[src/rtl/lf_timebase_pkg.sv]
package lf_timebase_pkg;

  typedef struct packed {
    logic clr;     // zero both counts
    logic adv;     // take one step
    logic wrap;    // step from all-ones
    logic flagClr; // write-one clear of sticky flag
  } ctrlStrobes_t;

  // strip common powers of two from num / 2**sh
  function automatic int unsigned reduceNum(int unsigned num, int sh);
    int unsigned n = num;
    int s = sh;
    while (s > 0 && (n % 2) == 0) begin
      n = n / 2;
      s = s - 1;
    end
    return n;
  endfunction

  function automatic int reduceShift(int unsigned num, int sh);
    int unsigned n = num;
    int s = sh;
    while (s > 0 && (n % 2) == 0) begin
      n = n / 2;
      s = s - 1;
    end
    return s;
  endfunction

endpackage

[src/rtl/lf_timebase_ctrl.sv]
module lf_timebase_ctrl
  import lf_timebase_pkg::*;
(
  input  logic         clk,
  input  logic         rstN,
  input  logic         tickEn,
  input  logic         startPulse,
  input  logic         stopPulse,
  input  logic         clearPulse,
  input  logic         ovfClrPulse,
  input  logic         baseAtMax,
  output ctrlStrobes_t strobes
);

  logic running;

  always_ff @(posedge clk or negedge rstN) begin
    if (!rstN) begin
      running <= 1'b0;
    end else if (stopPulse) begin
      running <= 1'b0;
    end else if (startPulse) begin
      running <= 1'b1;
    end
  end

  always_comb begin
    strobes.clr     = clearPulse;
    strobes.adv     = running & tickEn & ~clearPulse;
    strobes.wrap    = running & tickEn & ~clearPulse & baseAtMax;
    strobes.flagClr = ovfClrPulse;
  end

endmodule

[src/rtl/lf_timebase_dp.sv]
module lf_timebase_dp
  import lf_timebase_pkg::*;
#(
  parameter int          BASE_W      = 24,
  parameter int          OVF_W       = 32,
  parameter int          US_W        = 32,
  parameter int          TICKS_OUT_W = 32,
  parameter int unsigned TICK_HZ     = 32768,
  parameter int unsigned US_PER_S    = 1000000,
  localparam int         EXT_W       = BASE_W + OVF_W
)(
  input  logic                   clk,
  input  logic                   rstN,
  input  ctrlStrobes_t           strobes,
  input  logic [US_W-1:0]        usIn,
  output logic                   baseAtMax,
  output logic [BASE_W-1:0]      baseCount,
  output logic                   ovfFlag,
  output logic [EXT_W-1:0]       extTicks,
  output logic [US_W-1:0]        usTime,
  output logic [TICKS_OUT_W-1:0] usInTicks
);

  localparam int          TICK_SHIFT = $clog2(TICK_HZ);
  localparam int unsigned SCALE_NUM  = reduceNum(US_PER_S, TICK_SHIFT);
  localparam int          SCALE_SH   = reduceShift(US_PER_S, TICK_SHIFT);
  localparam int          NUM_W      = $clog2(SCALE_NUM + 1);
  localparam int          PROD_W     = EXT_W + NUM_W;
  localparam int          CEIL_W     = US_W + TICK_SHIFT + 1;

  logic [OVF_W-1:0] ovfCount;

  assign baseAtMax = &baseCount;

  always_ff @(posedge clk or negedge rstN) begin
    if (!rstN) begin
      baseCount <= '0;
      ovfCount  <= '0;
    end else if (strobes.clr) begin
      baseCount <= '0;
      ovfCount  <= '0;
    end else if (strobes.adv) begin
      baseCount <= baseCount + 1'b1;
      if (strobes.wrap) ovfCount <= ovfCount + 1'b1;
    end
  end

  always_ff @(posedge clk or negedge rstN) begin
    if (!rstN)                ovfFlag <= 1'b0;
    else if (strobes.wrap)    ovfFlag <= 1'b1;
    else if (strobes.flagClr) ovfFlag <= 1'b0;
  end

  assign extTicks = {ovfCount, baseCount};

  // floor(ticks * US_PER_S / TICK_HZ) as constant multiply and shift
  logic [PROD_W-1:0] usProd;
  logic [PROD_W-1:0] usShifted;
  assign usProd    = {{NUM_W{1'b0}}, extTicks} * PROD_W'(SCALE_NUM);
  assign usShifted = usProd >> SCALE_SH;
  assign usTime    = usShifted[US_W-1:0];

  // ceil(us * TICK_HZ / US_PER_S)
  logic [CEIL_W-1:0] ceilNumer;
  logic [CEIL_W-1:0] ceilQuot;
  assign ceilNumer = {1'b0, usIn, {TICK_SHIFT{1'b0}}} + CEIL_W'(US_PER_S - 1);
  assign ceilQuot  = ceilNumer / CEIL_W'(US_PER_S);
  assign usInTicks = ceilQuot[TICKS_OUT_W-1:0];

endmodule

[src/rtl/lf_timebase.sv]
module lf_timebase
  import lf_timebase_pkg::*;
#(
  parameter int          BASE_W      = 24,
  parameter int          OVF_W       = 32,
  parameter int          US_W        = 32,
  parameter int          TICKS_OUT_W = 32,
  parameter int unsigned TICK_HZ     = 32768,
  parameter int unsigned US_PER_S    = 1000000,
  localparam int         EXT_W       = BASE_W + OVF_W
)(
  input  logic                   clk,
  input  logic                   rstN,
  input  logic                   tickEn,
  input  logic                   startPulse,
  input  logic                   stopPulse,
  input  logic                   clearPulse,
  input  logic                   ovfClrPulse,
  input  logic [US_W-1:0]        usIn,
  output logic [BASE_W-1:0]      baseCount,
  output logic                   ovfFlag,
  output logic [EXT_W-1:0]       extTicks,
  output logic [US_W-1:0]        usTime,
  output logic [TICKS_OUT_W-1:0] usInTicks
);

  ctrlStrobes_t strobes;
  logic         baseAtMax;

  lf_timebase_ctrl u_ctrl (
    .clk         (clk),
    .rstN        (rstN),
    .tickEn      (tickEn),
    .startPulse  (startPulse),
    .stopPulse   (stopPulse),
    .clearPulse  (clearPulse),
    .ovfClrPulse (ovfClrPulse),
    .baseAtMax   (baseAtMax),
    .strobes     (strobes)
  );

  lf_timebase_dp #(
    .BASE_W      (BASE_W),
    .OVF_W       (OVF_W),
    .US_W        (US_W),
    .TICKS_OUT_W (TICKS_OUT_W),
    .TICK_HZ     (TICK_HZ),
    .US_PER_S    (US_PER_S)
  ) u_dp (
    .clk       (clk),
    .rstN      (rstN),
    .strobes   (strobes),
    .usIn      (usIn),
    .baseAtMax (baseAtMax),
    .baseCount (baseCount),
    .ovfFlag   (ovfFlag),
    .extTicks  (extTicks),
    .usTime    (usTime),
    .usInTicks (usInTicks)
  );

endmodule

[config.mk]
export PLATFORM = sky130hd
export DESIGN_NAME = lf_timebase
export DESIGN_NICKNAME = d
export VERILOG_FILES = /design/src/rtl/lf_timebase_pkg.sv /design/src/rtl/lf_timebase_ctrl.sv /design/src/rtl/lf_timebase_dp.sv /design/src/rtl/lf_timebase.sv
export SDC_FILE = /design/constraint.sdc
export NUM_CORES = 1
export LEC_CHECK = 0
export CAP_MARGIN = 25
export CORE_MARGIN = 2
export CORE_UTILIZATION = 40
export DETAILED_ROUTE_END_ITERATION = 16
export PLACE_DENSITY = 0.56
export SLEW_MARGIN = 15
export SYNTH_ARGS = -nofsm -noshare
export SYNTH_HDL_FRONTEND = slang
export SYNTH_SLANG_ARGS = --single-unit
[constraint.sdc]
create_clock -name clk -period 129.5 [get_ports clk]
set_input_delay 19.425 -clock clk [delete_from_list [all_inputs] [get_ports clk]]
set_output_delay 19.425 -clock clk [all_outputs]
set_load 0.005 [all_outputs]
# == Yosys cells after proc, flatten, opt, wreduce, memory -nomap -nowiden ==
# Cells that the tools add are included.
# totals
ff_bits,58
inputBits,39
out_inout_bits,145
# op_classes
addsub,3
mul,1
n_div,1
mux,9
n_bitwise,4
reduce_logical,6
# ops
operator,count
$mux W32,3
$mul A56 B14 Y41 const B,1
$add A47 B20 Y48 const B,1
$div A48 B20 Y48 const B,1
$mux W24,2
$add A32 B1 Y32 const B,1
$add A24 B1 Y24 const B,1
$reduce_and A24 Y1,1
$reduce_bool A2 Y1,4
$mux W1,4
$and A1 B1 Y1,3
$reduce_and A2 Y1,1
$not A1 Y1,1

# == Depth between registers and ports, before layout ==
# logic_depth
depth_word,6
mapped_depth,155
depth_no_buf,137

# == Hierarchy ==
# A second synthesis with hierarchy kept.
# hier_totals
cells_unflattened,3469
hier_area_um2,26192.6
# modules_own_cells
mod,n_inst,cells_each,area_per_inst_um2
lf_timebase_dp,1,3463,26122.6
lf_timebase_ctrl,1,6,70.1

# == Worst setup path after synthesis ==
# Ideal clock, no wire load.
# synth_timing
path_type,input-to-output
from,in usIn[1]
to,out usInTicks[0]
arrival_time_ns,52.002
t_required_ns,110.075
setup_slack_ns,58.073
path_stages,140
cell_sequence,buf_4 -> clkbuf_1 -> inv_1 -> ha_1 -> or3b_1 -> buf_6 -> o21ai_1 -> o311a_1 -> o211ai_1 -> a2111o_1 -> o2bb2ai_4 -> o2111ai_1 -> xnor2_1 -> a31o_2 -> a2111oi_2 -> mux2i_1 -> nor2_1 -> nor4b_4 -> [104 not listed] -> a21boi_0 -> a2111oi_4 -> o21bai_1 -> a21o_1 -> o311ai_2 -> a2111oi_2 -> and2_4 -> nand2_2 -> inv_2 -> ha_1 -> nand2_1 -> a21oi_1 -> or4b_1 -> o311ai_4 -> nand2_2 -> a221oi_1 -> a2bb2oi_1 -> o2111ai_1
# synth_between
elab_chain_cells,2
# synth_rtl
element,line_no,rtl
from (decl),lf_timebase.sv:19,"input logic [US_W-1:0] usIn,"
$add A47 B20 Y48,lf_timebase_dp.sv:66,"assign ceilNumer = {1'b0, usIn, {TICK_SHIFT{1'b0}}} + CEIL_W'(US_PER_S - 1);"
$div A48 B20 Y48,lf_timebase_dp.sv:67,assign ceilQuot = ceilNumer / CEIL_W'(US_PER_S);
to (decl),lf_timebase.sv:24,output logic [TICKS_OUT_W-1:0] usInTicks
# Every way passes these cells.

# == Final worst setup path ==
# Same ends and word-level chain as after synthesis.

==> metrics.cfg <==
[route]
drt_iter0_drc = 2011
ant_nets = 0
drt-wirelength-per-cell_um = 19.1
num_vias = 27369
wirelength_um = 85300
avgViaCountPerCell = 6.12
first_pass_iters = 6
drc = 0

[timing]
worst_pin_slew_ps = 1040
setup_tns_ps = 0
finalClockSkew_ps = 6.34
finalCritPeriodShare_pct = 61.2
setup_violations = 0
slew_headroom_pct = 30.6
hold_viol_final = 0
drv_slew = 0
fin_crit_ps = 79310
rsz0062_at_grt = no
max_freq_mhz = 12.6

[yosys]
syn_avg_cell_area_um2 = 7.79
synth_edf_count = 0
ys_warn_count = 0
yosysSeqAreaShare_pct = 5.32
synthFlopType = dfrtp_1
syn_inst = 3504
synth_area_mm2 = 0.0273
synth-async-reset-ratio_pct = 100
synth_cell_types = 178
synth-seq-cells = 58

[grt]
grt_max_degree = 59
antenna_found_initial = 0
grt_pass1_wl_um = 139000
grt_pass1_vias = 25464
grt_usage_pct = 23.5
grt_overflow = 0

[placed_design]
dp_hpwl_um = 69700
gp_routability_congestion = 0.911
port_buffers = 179

[die]
dieArea_mm2 = 0.0703
num_rows = 95
fp.dieW_um = 265
die_h_um = 265
core-area_mm2 = 0.0674
num_io_pins = 184
initial_utilization_pct = 40.5

[worst_setup_path]
rr_startpoint = u_dp.baseCount[3]
reg2reg_depth = 14
crit_arrival_ps = 59890
crit_path_start_kind = input port
worst_path_max_delay_cell = a21oi_1
endpoint_kind = primary output
worstPathMaxFanout = 21
timing.rr.end = u_dp.ovfCount[30]
worstSetupPathType = in -> out
slowest_delay_ps = 820
cpMostUsedCell = inv_2
worstPathRequired_ps = 110070
rrSetupSlack_ps = 124960

[finish]
final_cell_mix = nor2_1, nand2_1, inv_1
final_common_cell = nor2_1
drive_above_1_share_pct = 10.1
nets = 3925
area_delta_synth_final_pct = 9.10
num_antenna_cells = 0

[worst_hold_path]
hold_class = reg -> reg
holdPathEnd = u_dp.ovfFlag
worstHoldPathCells = 1
worst_hold_startpoint = u_dp.ovfFlag

[clock_network]
cts_buffers = 9
clock_sinks = 58
cts-root-buf = clkbuf_16
cts_max_level = 3
cts_tree = done
clk_latency_ps = 340
cts.reportedPaths.clkPinSlew_ps = 50
post_cts_buffers = 0
cts_resized = 0
hold_buffers = 0
cts_max_path_buffers = 2

[outcome]
outcome = finished clean

[run]
drv_cap = 0

[routing by layer]
layer / global-route usage, % / routed length [um] / vias up
met3: 1.43 / 3840 / 87
met4: 4.43 / 1370 / 0
li1: - / - / 13262
met2: 39.7 / 40000 / 833
met1: 33.2 / 40000 / 13187
met5: 0 / 0 / -
[kinds of logic (layout without fill, tap and decap cells)]
kind of cell    after synthesis  after routing  share of synthesized area [%]
compound gates             1083           1083                           31.7
xor+xnor                    306            306                           10.6
fa+ha+maj                   310            310                           17.9
buf+inv                     399            491                           7.12
flops                        58             58                           5.32
mux                          60             60                           2.44
other cells                   1              4                         0.0137
simple gates               1287           1287                           24.9
[registers in the layout, summed over array words and instances, names as in the netlist]
name	flops
u_ctrl.running	1
u_dp.baseCount	24
u_dp.ovfCount	32
u_dp.ovfFlag	1
[stage by stage]
stage	cell area (um^2)	cells	hold WS (ps)	utilization, %	worst slack [ps]
global placement	29400	4453	469	43.7	51760
floorplan	27300	3507	453	-	58070
detailed placement	29500	4454	480	43.7	50910
global route	29800	4472	521	44.2	46990
finish	29800	4472	491	44.2	50190
CTS	29700	4470	492	44.1	50730
[synth_stat cells, drive strengths merged (17+ instances only)]
cell type,number,area [um^2]
a2111oi,28,420
a211o,20,176
a211oi,48,425
a21boi,19,169
a21o,45,350
a21oi,184,1010
a221oi,18,213
a311oi,20,206
a31oi,68,468
and2,59,383
and3,41,269
and4,18,161
buf,99,764
clkbuf,29,119
dfrtp,58,1450
fa,140,2800
ha,152,1900
inv,264,1010
maj3,18,180
mux2,21,244
mux2i,39,422
nand2,274,1070
nand2b,25,156
nand3,127,661
nand4,44,322
nor2,345,1330
nor3,141,753
nor4,50,408
o2111ai,33,289
o211ai,59,497
o21a,69,526
o21ai,173,918
o311ai,17,174
o31ai,44,420
or2,34,213
or3,32,206
or4,21,173
xnor2,211,1980
xor2,94,876
[worst max-delay path: cells and delay by family]
kind                       cells  cell delay (ps)
muxes                          1              440
AOI/OAI and AO/OA             67            22820
and+or+nand+nor               35             9630
buffers and inverters         20             3580
adders and majority gates      8             2380
xor gates and xnor gates       5             1520
[how the worst max path moves through the flow]
stage | startpoint | end | slack [ps] | cells past startpoint
after global placement | usIn[1] | usInTicks[0] | 51760 | 131
final | usIn[1] | usInTicks[0] | 50190 | 136
after floorplan | usIn[1] | usInTicks[0] | 58070 | 140
after detailed placement | usIn[1] | usInTicks[0] | 50910 | 135
after CTS | usIn[1] | usInTicks[0] | 50730 | 135
after global routing | usIn[1] | usInTicks[0] | 46990 | 138
[area by class of cell]
cell class / count / area [um^2]
Sequential cell: 58 / 1450
Inverter: 271 / 1060
Clock inverter: 5 / 53.8
Clock buffer: 11 / 243
Multi-Input combinational cell: 3050 / 23900
Tap cell: 873 / 1090
Fill cell: 6866 / 37600
Timing Repair Buffer: 204 / 1960
Power is left out: the tool's default activity adds up to more than one toggle a clock period on the data nets, which glitch-free logic cannot reach.
